<file path="config.mk">
export PLATFORM = sky130hd
export DESIGN_NAME = trap_entry_unit
export DESIGN_NICKNAME = d
export VERILOG_FILES = /design/src/rtl/trap_pkg.sv /design/src/rtl/trap_cause_xlate.sv /design/src/rtl/trap_route.sv /design/src/rtl/trap_vector.sv /design/src/rtl/trap_entry_unit.sv
export SDC_FILE = /design/constraint.sdc
export NUM_CORES = 1
export LEC_CHECK = 0
export ABC_AREA = 1
export BUFFER_PORTS_ARGS = -buffer_cell sky130_fd_sc_hd__clkbuf_2
export CAP_MARGIN = 0
export CORE_AREA = 2 2 154 156
export DETAILED_ROUTE_END_ITERATION = 6
export DIE_AREA = 0 0 156 158
export PLACE_DENSITY = 0.65
export SLEW_MARGIN = 40
export SYNTH_ARGS = -nofsm -noshare
export SYNTH_HDL_FRONTEND = slang
export SYNTH_SLANG_ARGS = --single-unit
</file>
<file path="constraint.sdc">
create_clock -name clk_i -period 1.5 [get_ports clk_i]
set_input_delay 0.3 -clock clk_i [delete_from_list [all_inputs] [get_ports clk_i]]
set_output_delay 0.3 -clock clk_i [all_outputs]
set_load 0.01 [all_outputs]
</file>
<file path="src/rtl/trap_pkg.sv">
package trap_pkg;
  typedef logic [1:0] priv_t;
  localparam priv_t PRIV_U = 2'd0;
  localparam priv_t PRIV_S = 2'd1;
  localparam priv_t PRIV_M = 2'd3;

  // status word bit positions
  localparam int ST_SIE  = 1;
  localparam int ST_MIE  = 3;
  localparam int ST_SPIE = 5;
  localparam int ST_MPIE = 7;
  localparam int ST_SPP  = 8;
  localparam int ST_MPP  = 11;  // two bits: 12:11

  localparam int CAUSE_ECALL = 8;
endpackage

</file>
<file path="src/rtl/trap_cause_xlate.sv">
module trap_cause_xlate
  import trap_pkg::*;
#(
  parameter int XLEN    = 32,
  parameter int CAUSE_W = 4
) (
  input  logic               async_i,
  input  logic [CAUSE_W-1:0] cause_i,
  input  priv_t              priv_i,
  input  logic [XLEN-1:0]    badaddr_i,
  output logic [CAUSE_W-1:0] cause_o,
  output logic [XLEN-1:0]    tval_o
);
  logic addr_cause;

  always_comb begin
    cause_o = cause_i;
    if (!async_i && cause_i == CAUSE_W'(CAUSE_ECALL))
      cause_o = CAUSE_W'(CAUSE_ECALL) | CAUSE_W'(priv_i);
  end

  always_comb begin
    case (int'(cause_i))
      0, 1, 4, 5, 6, 7, 12, 13, 15: addr_cause = 1'b1;
      default:                      addr_cause = 1'b0;
    endcase
  end

  assign tval_o = (!async_i && addr_cause) ? badaddr_i : '0;
endmodule

</file>
<file path="src/rtl/trap_route.sv">
module trap_route
  import trap_pkg::*;
#(
  parameter int XLEN    = 32,
  parameter int CAUSE_W = 4
) (
  input  logic               async_i,
  input  logic [CAUSE_W-1:0] cause_i,
  input  priv_t              priv_i,
  input  logic [XLEN-1:0]    edeleg_i,
  input  logic [XLEN-1:0]    ideleg_i,
  output logic               to_super_o
);
  logic [XLEN-1:0] mask;
  logic            bit_set;

  assign mask    = async_i ? ideleg_i : edeleg_i;
  assign bit_set = (int'(cause_i) < XLEN) ? mask[cause_i] : 1'b0;
  assign to_super_o = (priv_i <= PRIV_S) && bit_set;
endmodule

</file>
<file path="src/rtl/trap_vector.sv">
module trap_vector #(
  parameter int XLEN    = 32,
  parameter int CAUSE_W = 4
) (
  input  logic [XLEN-1:0]    tvec_i,
  input  logic               async_i,
  input  logic [CAUSE_W-1:0] cause_i,
  output logic [XLEN-1:0]    pc_o
);
  logic [XLEN-1:0] base;
  logic [XLEN-1:0] offs;

  assign base = {tvec_i[XLEN-1:2], 2'b00};
  assign offs = (async_i && tvec_i[1:0] == 2'b01) ? XLEN'({cause_i, 2'b00}) : '0;
  assign pc_o = base + offs;
endmodule

</file>
<file path="src/rtl/trap_entry_unit.sv">
module trap_entry_unit
  import trap_pkg::*;
#(
  parameter int XLEN    = 32,
  parameter int CAUSE_W = 4
) (
  input  logic               clk_i,
  input  logic               rst_ni,
  input  logic               trap_valid_i,
  input  logic               async_i,
  input  logic [CAUSE_W-1:0] cause_i,
  input  logic [XLEN-1:0]    badaddr_i,
  input  logic [XLEN-1:0]    pc_i,
  input  logic [1:0]         priv_i,
  input  logic [XLEN-1:0]    status_i,
  input  logic [XLEN-1:0]    edeleg_i,
  input  logic [XLEN-1:0]    ideleg_i,
  input  logic [XLEN-1:0]    stvec_i,
  input  logic [XLEN-1:0]    mtvec_i,
  output logic               valid_o,
  output logic [1:0]         priv_o,
  output logic [XLEN-1:0]    status_o,
  output logic [XLEN-1:0]    cause_o,
  output logic [XLEN-1:0]    epc_o,
  output logic [XLEN-1:0]    tval_o,
  output logic [XLEN-1:0]    next_pc_o
);
  localparam int PAD_W = XLEN - 1 - CAUSE_W;

  logic [CAUSE_W-1:0] eff_cause;
  logic [XLEN-1:0]    tval_d;
  logic               to_super;
  logic [XLEN-1:0]    tvec_sel;
  logic [XLEN-1:0]    pc_d;
  logic [XLEN-1:0]    status_d;

  trap_cause_xlate #(.XLEN(XLEN), .CAUSE_W(CAUSE_W)) u_xlate (
    .async_i  (async_i),
    .cause_i  (cause_i),
    .priv_i   (priv_i),
    .badaddr_i(badaddr_i),
    .cause_o  (eff_cause),
    .tval_o   (tval_d)
  );

  trap_route #(.XLEN(XLEN), .CAUSE_W(CAUSE_W)) u_route (
    .async_i   (async_i),
    .cause_i   (eff_cause),
    .priv_i    (priv_i),
    .edeleg_i  (edeleg_i),
    .ideleg_i  (ideleg_i),
    .to_super_o(to_super)
  );

  assign tvec_sel = to_super ? stvec_i : mtvec_i;

  trap_vector #(.XLEN(XLEN), .CAUSE_W(CAUSE_W)) u_vec (
    .tvec_i (tvec_sel),
    .async_i(async_i),
    .cause_i(eff_cause),
    .pc_o   (pc_d)
  );

  always_comb begin
    status_d = status_i;
    if (to_super) begin
      status_d[ST_SPIE] = status_i[ST_SIE];
      status_d[ST_SPP]  = priv_i[0];
      status_d[ST_SIE]  = 1'b0;
    end else begin
      status_d[ST_MPIE]          = status_i[ST_MIE];
      status_d[ST_MPP+1:ST_MPP]  = priv_i;
      status_d[ST_MIE]           = 1'b0;
    end
  end

  always_ff @(posedge clk_i or negedge rst_ni) begin
    if (!rst_ni) begin
      valid_o   <= 1'b0;
      priv_o    <= PRIV_M;
      status_o  <= '0;
      cause_o   <= '0;
      epc_o     <= '0;
      tval_o    <= '0;
      next_pc_o <= '0;
    end else begin
      valid_o <= trap_valid_i;
      if (trap_valid_i) begin
        priv_o    <= to_super ? PRIV_S : PRIV_M;
        status_o  <= status_d;
        cause_o   <= {async_i, {PAD_W{1'b0}}, eff_cause};
        epc_o     <= pc_i;
        tval_o    <= tval_d;
        next_pc_o <= pc_d;
      end
    end
  end

  // assertions
  assert_valid_follows_R2: assert property (@(posedge clk_i) disable iff (!rst_ni)
    trap_valid_i |=> valid_o);
  assert_idle_hold_R2: assert property (@(posedge clk_i) disable iff (!rst_ni)
    !trap_valid_i |=> (!valid_o && $stable(priv_o) && $stable(next_pc_o) && $stable(status_o)));
  assert_target_level_R3: assert property (@(posedge clk_i) disable iff (!rst_ni)
    valid_o |-> (priv_o == PRIV_S || priv_o == PRIV_M));
  assert_machine_stays_R11: assert property (@(posedge clk_i) disable iff (!rst_ni)
    (trap_valid_i && priv_i == PRIV_M) |=> priv_o == PRIV_M);
  assert_int_flag_R6: assert property (@(posedge clk_i) disable iff (!rst_ni)
    trap_valid_i |=> cause_o[XLEN-1] == $past(async_i));
  assert_epc_R7: assert property (@(posedge clk_i) disable iff (!rst_ni)
    trap_valid_i |=> epc_o == $past(pc_i));
  assert_sie_clear_R8: assert property (@(posedge clk_i) disable iff (!rst_ni)
    (valid_o && priv_o == PRIV_S) |-> !status_o[ST_SIE]);
  assert_mie_clear_R9: assert property (@(posedge clk_i) disable iff (!rst_ni)
    (valid_o && priv_o == PRIV_M) |-> !status_o[ST_MIE]);
  assert_pc_aligned_R10: assert property (@(posedge clk_i) disable iff (!rst_ni)
    valid_o |-> next_pc_o[1:0] == 2'b00);
endmodule

</file>
==> results of run 1 <==
## Yosys cell counts
cell type  number  area [um^2]
fa_1            1         20.0
ha_1            4         50.1
xor2_1          3         26.3
a21oi_1         3         15.0
nor2_2          9         56.3
nand2_4         1         11.3
or2_2           2         12.5
dfstp_2         1         26.3
inv_2           5         18.8
nand2_2         6         37.5
nand3_1        72          360
a31oi_1         8         50.1
nand4_1         6         37.5
o21bai_1        1         7.51
dfrtp_1       132         3300
inv_4           1         6.26
nor3_1          2         10.0
xnor2_1         1         8.76
o31ai_1         2         15.0
nand3_2         3         30.0
o21ai_1         2         10.0
a21oi_2         1         8.76
nand3b_1       17          128
inv_1          45          169
buf_1           3         11.3
nor2_4          4         45.0
buf_6           6         67.6
nand3_4         1         17.5
buf_2          11         55.1
clkbuf_1       29          109
nand2_1       518         1940
nor2_1         90          338
buf_4          33          248
conb_1          2         7.51
o21ai_0        57          285
## power breakdown
group	leakage (nW)	total [mW]	internal, mW	switching, mW
clock network	0.291	4.39	2.69	1.70
registers	1.65	4.13	3.94	0.194
logic	4.29	2.76	1.15	1.61
total	6.24	11.3	7.78	3.51
## logic make-up after synthesis
logic type | after synthesis
adder cells (fa/ha/maj) | 5
buffers and inverters | 133
other | 2
AND/OR/NAND/NOR | 731
AO/OA/AOI/OAI | 74
XOR/XNOR | 4
flip-flops | 133
## critical path: cells and delay by family
kind | cells | cell delay [ns]
fa+ha+maj | 1 | 0.27
xor+xnor | 1 | 0.20
buf+inv | 5 | 0.51
simple gates | 15 | 1.64
compound gates | 4 | 0.40
## worst max-delay path by stage
| stage | end | cells past startpoint | slack (ns) | startpoint |
|---|---|---|---|---|
| after floorplan | next_pc_o[16] | 29 | -2.09 | async_i |
| after global placement | next_pc_o[13] | 28 | -2.12 | async_i |
| after detailed placement | next_pc_o[20] | 24 | -2.18 | async_i |
| after CTS | next_pc_o[13] | 28 | -1.50 | cause_i[3] |
| after global routing | next_pc_o[13] | 26 | -1.79 | async_i |
| final | next_pc_o[13] | 26 | -1.53 | cause_i[2] |
## cells in the final DEF (no fill, tap or decap), types with 2 or more instances in the layout
| cell | instances |
|---|---|
| nand3b_1 | 17 |
| a31oi_1 | 8 |
| nor3_1 | 2 |
| buf_4 | 96 |
| nor2_1 | 81 |
| nand3_1 | 53 |
| nand3_4 | 7 |
| xor2_1 | 2 |
| clkbuf_16 | 18 |
| nand2_4 | 2 |
| nand2_1 | 514 |
| dfrtp_1 | 132 |
| conb_1 | 30 |
| nor2_2 | 9 |
| clkinvlp_4 | 3 |
| inv_6 | 5 |
| o21ai_1 | 13 |
| a21oi_2 | 3 |
| o21ai_0 | 45 |
| buf_12 | 12 |
| clkinv_4 | 2 |
| bufinv_16 | 3 |
| inv_1 | 41 |
| buf_6 | 5 |
| ha_1 | 2 |
| inv_2 | 6 |
| nand4_1 | 6 |
| nand3_2 | 16 |
| clkbuf_2 | 329 |
| buf_8 | 2 |
| nand2_2 | 9 |
| inv_4 | 3 |
| nor2_4 | 13 |
## final cells by class
type / instances / area, um^2 / area share, %
timing repair buffer: 446 / 2730 / 24.4
inverter: 51 / 204 / 1.83
tap: 290 / 363 / 3.25
clock inverter: 13 / 170 / 1.52
multi-input combinational: 844 / 3920 / 35.2
sequential: 133 / 3330 / 29.8
clock buffer: 19 / 443 / 3.97
## routing by layer
| metal | vias to the layer above | wire, um | GRT usage (%) | share of wire [%] |
|---|---|---|---|---|
| met5 | - | 0 | 0 | 0 |
| met4 | 0 | 675 | 7.34 | 2.6 |
| met3 | 37 | 1500 | 4.13 | 5.8 |
| met2 | 267 | 12600 | 35.2 | 49 |
| met1 | 3681 | 11100 | 25.4 | 43 |
| li1 | 4147 | - | - | - |
## repair_timing
| action | CTS | global route |
|---|---|---|
| hold buffers | 1 | 0 |
| resized for setup | 14 | 44 |
| pin swaps | 7 | 22 |
| setup buffers | 5 | 5 |
| gates cloned | 0 | 1 |
| setup endpoints to repair | 35 | 35 |
| hold endpoints to repair | 35 | 0 |
## registers in the layout (all words and copies together) (netlist names)
signal	flops
epc_o	32
tval_o	32
status_o	32
priv_o	1
next_pc_o	30
cause_o	5
valid_o	1
## stage by stage
stage | util (%) | cell area, um^2 | setup WS (ns) | total power [mW]
6_report | 48.4 | 11200 | -1.53 | 11.3
3_3_place_gp | 44.3 | 10200 | -2.12 | 6.86
4_1_cts | 47.4 | 10900 | -1.50 | 11.4
3_5_place_dp | 44.3 | 10200 | -2.18 | 6.88
2_1_floorplan | - | 7810 | -2.09 | 5.55
5_1_grt | 48.4 | 11200 | -1.79 | 11.9
==> flow_metrics.env, run 1 <==
export IMPL_h_tree_depth=4
export IMPL_clk_transition_reported_paths_ns=0.06
export IMPL_die_area_mm2=0.0246
export IMPL_dpl_hpwl_mm=20.3
export IMPL_synth_seq_cells=133
export IMPL_power_density_mw_per_mm2=1010
export IMPL_drtIter0Drc=455
export IMPL_netlist_area_mm2=0.00755
export IMPL_syn_area_per_cell_um2=6.97
export IMPL_nets=1732
export IMPL_slowest_delay_ns=0.27
export IMPL_synth_top_family_by_area="simple AND/OR/NAND/NOR gates"
export IMPL_required_ns=1.79
export IMPL_fmaxAchievable_mhz=330
export IMPL_worstSetupPathType="in2reg"
export IMPL_violations="setup timing"
export IMPL_cts_tree="yes"
export IMPL_setup_slack_ns=-1.53
export IMPL_synthAdderAreaFrac_pct=0.929
export IMPL_clockBufferDepth=2
export IMPL_final_layout_size_suffix_gt1_share_pct=36.9
export IMPL_cp_arrival_ns=3.32
export IMPL_grt_pass1_wl_mm=39.5
export IMPL_slew_violations=0
export IMPL_hold_start="pc_i[6]"
export IMPL_clock_sinks=133
export IMPL_die_w_um=156
export IMPL_final_fill_count=2312
export IMPL_synth_compound_area_share_pct=5.19
export IMPL_worst_path_max_delay_cell="ha_4"
export IMPL_place_inst=1752
export IMPL_clk_latency_ns=0.40
export IMPL_route_detailed_drc=0
export IMPL_ff2ff_path_depth=2
export IMPL_initial_utilization_pct=32.7
export IMPL_maxCapViolations=0
export IMPL_vias_per_cell=4.53
export IMPL_yosysUniqueCellTypes=35
export IMPL_rsz0062_at_grt="true"
export IMPL_die_y_um=158
export IMPL_synth_xor_area_share_pct=0.464
export IMPL_setup_violations=31
export IMPL_fin_crit_ns=3.03
export IMPL_root_buffer="clkbuf_16"
export IMPL_gr_total_overflow=0
export IMPL_wl_per_cell_um=14.4
export IMPL_gp_congestion=0.967
export IMPL_drt_first_pass_iters=4
export IMPL_fin_skew_ns=0
export IMPL_io_buffers=334
export IMPL_post_synth_and_or_nand_nor_area_fraction_pct=40.1
export IMPL_tns_ns=-39.08
export IMPL_num_vias=8132
export IMPL_cts_buffers=17
export IMPL_final_cell_count_no_fill=1796
export IMPL_io_pins=397
export IMPL_row_count=56
export IMPL_endpoint_kind="flip-flop"
export IMPL_ant_nets=0
export IMPL_leakagePower_nw=6.24
export IMPL_core_mm2=0.0231
export IMPL_antenna_found_initial=0
export IMPL_yosysSeqAreaShare_pct=44.1
export IMPL_cp_start_kind="input port"
export IMPL_grt_pass1_vias=7704
export IMPL_antenna_cells=0
export IMPL_crit_path_max_fanout=5
export IMPL_hold_path_cell_count=3
export IMPL_period_share_pct=202
export IMPL_r2r_end="priv_o[1]"
export IMPL_wl_mm=25.9
export IMPL_status="complete, but fails checks"
export IMPL_track_usage_pct=20.4
export IMPL_hold_ws_ns=0.0933
export IMPL_grt_max_degree=52
export IMPL_synthCells=1082
export IMPL_r2r_start="priv_o[1]"
export IMPL_syn2layout_area_growth_pct=47.9
export IMPL_synthMuxAreaShare_pct=0
export IMPL_peakVddDrop_uv=641
export IMPL_timing_final_hold_violations=0
export IMPL_ys_warn_count=0
export IMPL_hold_class="in2reg"
export IMPL_min_to="epc_o[6]"
export IMPL_reg2reg_slack_ns=0.80
Power figures use the tool's default switching activity.
==> inputs of run 2 (changes only) <==
--- a/config.mk
+++ b/config.mk
@@ -5,13 +5,12 @@
 export SDC_FILE = /design/constraint.sdc
 export NUM_CORES = 1
 export LEC_CHECK = 0
-export ABC_AREA = 1
 export BUFFER_PORTS_ARGS = -buffer_cell sky130_fd_sc_hd__clkbuf_2
 export CAP_MARGIN = 0
-export CORE_AREA = 2 2 154 156
+export CORE_AREA = 2 2 153 155
 export DETAILED_ROUTE_END_ITERATION = 6
-export DIE_AREA = 0 0 156 158
-export PLACE_DENSITY = 0.65
+export DIE_AREA = 0 0 155 157
+export PLACE_DENSITY = 0.64
 export SLEW_MARGIN = 40
 export SYNTH_ARGS = -nofsm -noshare
 export SYNTH_HDL_FRONTEND = slang
==> run 2 against run 1 <==
The run still ends with setup timing left. Register-to-register slack worse by 0.31 ns. First-iteration DRC count decreased by 49%. Clock-buffer cell count is 1 lower. Final area increased by 1.6%. Clock skew unchanged. Utilization increased by 2.0 points. Wire length is 11% lower. Setup slack got worse by 0.69 ns. Critical endpoint is now next_pc_o[30]. Largest power group unchanged.
==> flow_metrics.env, run 2 <==
export IMPL_status="complete, but fails checks"
export IMPL_violations="setup timing"
export IMPL_pre_cts_ws_ns=-2.79
export IMPL_leakagePower_nw=5.63
export IMPL_grt_pass1_wl_mm=34.7
export IMPL_slowest_delay_ns=0.33
export IMPL_cts_buffers=17
export IMPL_final_cell_count_no_fill=1373
export IMPL_cpMostUsedCell="buf_6"
export IMPL_cp_start_kind="input port"
export IMPL_synth_area_top_cells="dfrtp_1, mux2_2, mux2i_1"
export IMPL_fin_skew_ns=0
export IMPL_final_cell_mix="clkbuf_2, dfrtp_1, buf_4"
export IMPL_route_detailed_drc=0
export IMPL_nets=1314
export IMPL_crit_family="simple AND/OR/NAND/NOR gates"
export IMPL_syn2layout_area_growth_pct=60.2
export IMPL_fin_crit_ns=3.72
export IMPL_clock_sinks=133
export IMPL_initial_utilization_pct=31.5
export IMPL_grt_pass1_vias=6564
export IMPL_ant_nets=0
export IMPL_timing_final_hold_violations=0
export IMPL_post_route_cell_area_mm2=0.0113
export IMPL_setup_slack_ns=-2.22
export IMPL_period_share_pct=248
export IMPL_cp_num_buf_inv=4
export IMPL_netlist_area_mm2=0.00708
export IMPL_worstSetupPathType="in2reg"
export IMPL_placed_area_mm2=0.00992
export IMPL_grt_max_degree=37
export IMPL_cts_tree="yes"
export IMPL_dpl_hpwl_mm=17.5
export IMPL_tns_ns=-61.08
export IMPL_maxCapViolations=0
export IMPL_critical_path_cell_chain="buf_6 -> nor3b_4 -> buf_6 -> or3_1 -> and4_1 -> o211ai_1 -> a21o_4 -> mux2i_4 -> nand2_1 -> nor2_2 -> ha_4 -> inv_2 -> fa_2 -> nor2b_1 -> o21ai_1 -> nor2b_4 -> buf_12 -> nor2_4 -> nand3_2 -> xor2_1 -> mux2i_1 -> mux2_2"
export IMPL_cp_num_cells=22
export IMPL_io_pins=397
export IMPL_row_count=55
export IMPL_synth_commonest_cells="dfrtp_1, mux2_2, xor2_1"
export IMPL_clk_latency_ns=0.40
export IMPL_vias_per_cell=4.71
export IMPL_rsz0062_at_grt="true"
export IMPL_slew_violations=0
export IMPL_setup_violations=38
export IMPL_die_area_mm2=0.0243
export IMPL_synth_largest_area_cell="dfrtp_1"
export IMPL_drt_first_pass_iters=4
export IMPL_gp_congestion=0.880
export IMPL_synthCells=615
export IMPL_yosysUniqueCellTypes=64
export IMPL_io_buffers=334
export IMPL_synth_seq_cells=133
export IMPL_power_density_mw_per_mm2=983
export IMPL_track_usage_pct=18.2
export IMPL_final_layout_size_suffix_gt1_share_pct=63.3
export IMPL_yosysMostFrequentCell="dfrtp_1"
export IMPL_synthFlopType="dfrtp_1"
export IMPL_wl_per_cell_um=16.8
export IMPL_hold_class="in2reg"
export IMPL_synth_top_area_share_pct=46.7
export IMPL_antenna_cells=0
export IMPL_reg_top3="epc_o (32), status_o (32), tval_o (32)"
export IMPL_syn_area_per_cell_um2=11.5
export IMPL_die_y_um=157
export IMPL_h_tree_depth=4
export IMPL_async_reset_ff_share_pct=100
export IMPL_clockBufferDepth=2
export IMPL_antenna_found_initial=0
export IMPL_gr_total_overflow=0
export IMPL_hold_ws_ns=0.0944
export IMPL_final_fill_count=2055
export IMPL_clk_transition_reported_paths_ns=0.07
export IMPL_wl_mm=23.1
export IMPL_endpoint_kind="flip-flop"
export IMPL_drtIter0Drc=232
export IMPL_root_buffer="clkbuf_16"
export IMPL_required_ns=1.79
export IMPL_fmaxAchievable_mhz=269
export IMPL_synth_edf_count=0
export IMPL_peakVddDrop_uv=792
export IMPL_core_mm2=0.0225
export IMPL_place_inst=1310
export IMPL_num_vias=6470
export IMPL_mostFrequentLayoutCell="clkbuf_2"
export IMPL_yosysSeqAreaShare_pct=47.0
export IMPL_ff2ff_path_depth=2
export IMPL_die_w_um=155
export IMPL_crit_path_max_fanout=6
export IMPL_cp_arrival_ns=4.01
export IMPL_hold_path_cell_count=2
export IMPL_worst_path_max_delay_cell="or3_1"
export IMPL_ys_warn_count=0
run 2: cell count changes after synthesis, sizes merged, moves of 42 or more:
cell | before | now
o21ai | 59 | 9
inv | 51 | 9
nor2 | 103 | 22
nand2 | 525 | 32
nand3 | 76 | 21
mux2 | 0 | 93
run 2: worst paths after layout:
kind / start / to / slack, ns
min in group asynchronous: rst_ni / next_pc_o[21] / 0.36
min reg2reg: next_pc_o[3] / next_pc_o[3] / 0.49
min: badaddr_i[0] / tval_o[0] / 0.09
max in group asynchronous: rst_ni / priv_o[1] / 0.56
max reg2reg: next_pc_o[27] / next_pc_o[27] / 0.49
max: priv_i[0] / next_pc_o[30] / -2.22
run 2: area by class of cell:
| cell class | instances | area [um^2] | area share, % |
|---|---|---|---|
| Clock buffer | 18 | 439 | 3.87 |
| Clock inverter | 14 | 164 | 1.45 |
| Inverter | 10 | 56.3 | 0.497 |
| Multi-Input combinational cell | 435 | 3980 | 35.1 |
| Sequential cell | 133 | 3330 | 29.4 |
| Tap cell | 285 | 357 | 3.14 |
| Timing Repair Buffer | 478 | 3010 | 26.5 |
run 2: per-stage QoR:
stage	utilization [%]	power (mW)
global placement	44.1	6.60
floorplan	-	5.47
global route	50.4	11.7
CTS	48.6	11.1
detailed placement	44.1	6.63
finish	50.4	11.1
run 2: kinds of logic after synthesis:
kind of cell	count (synthesis)	share of synthesized area, %
AOI/OAI and AO/OA	86	9.28
muxes	125	19.5
DFF	133	47.0
adders and majority gates	5	0.990
other	2	0.106
buffers and inverters	75	6.36
xor gates and xnor gates	45	5.57
and+or+nand+nor	144	11.1
run 2: what timing repair did:
item,CTS,global route
setup endpoints to repair,38,70
hold buffers,1,0
resized for setup,53,80
buffers inserted,20,18
pin swaps,29,43
hold endpoints to repair,26,0
run 2: report_power, final:
part           internal (mW)  switching [mW]
sequential              3.98           0.218
clock                   2.42            1.85
combinational           1.40            1.28
total                   7.80            3.35
run 2: layer usage:
layer / vias to the layer above / wire length, um / part of all wire [%] / track usage, %
met3: 22 / 1580 / 6.8 / 4.82
li1: 3075 / - / - / -
met5: - / 0 / 0 / 0
met4: 0 / 324 / 1.4 / 4.41
met1: 3128 / 9300 / 40 / 21.8
met2: 245 / 11900 / 51 / 32.5
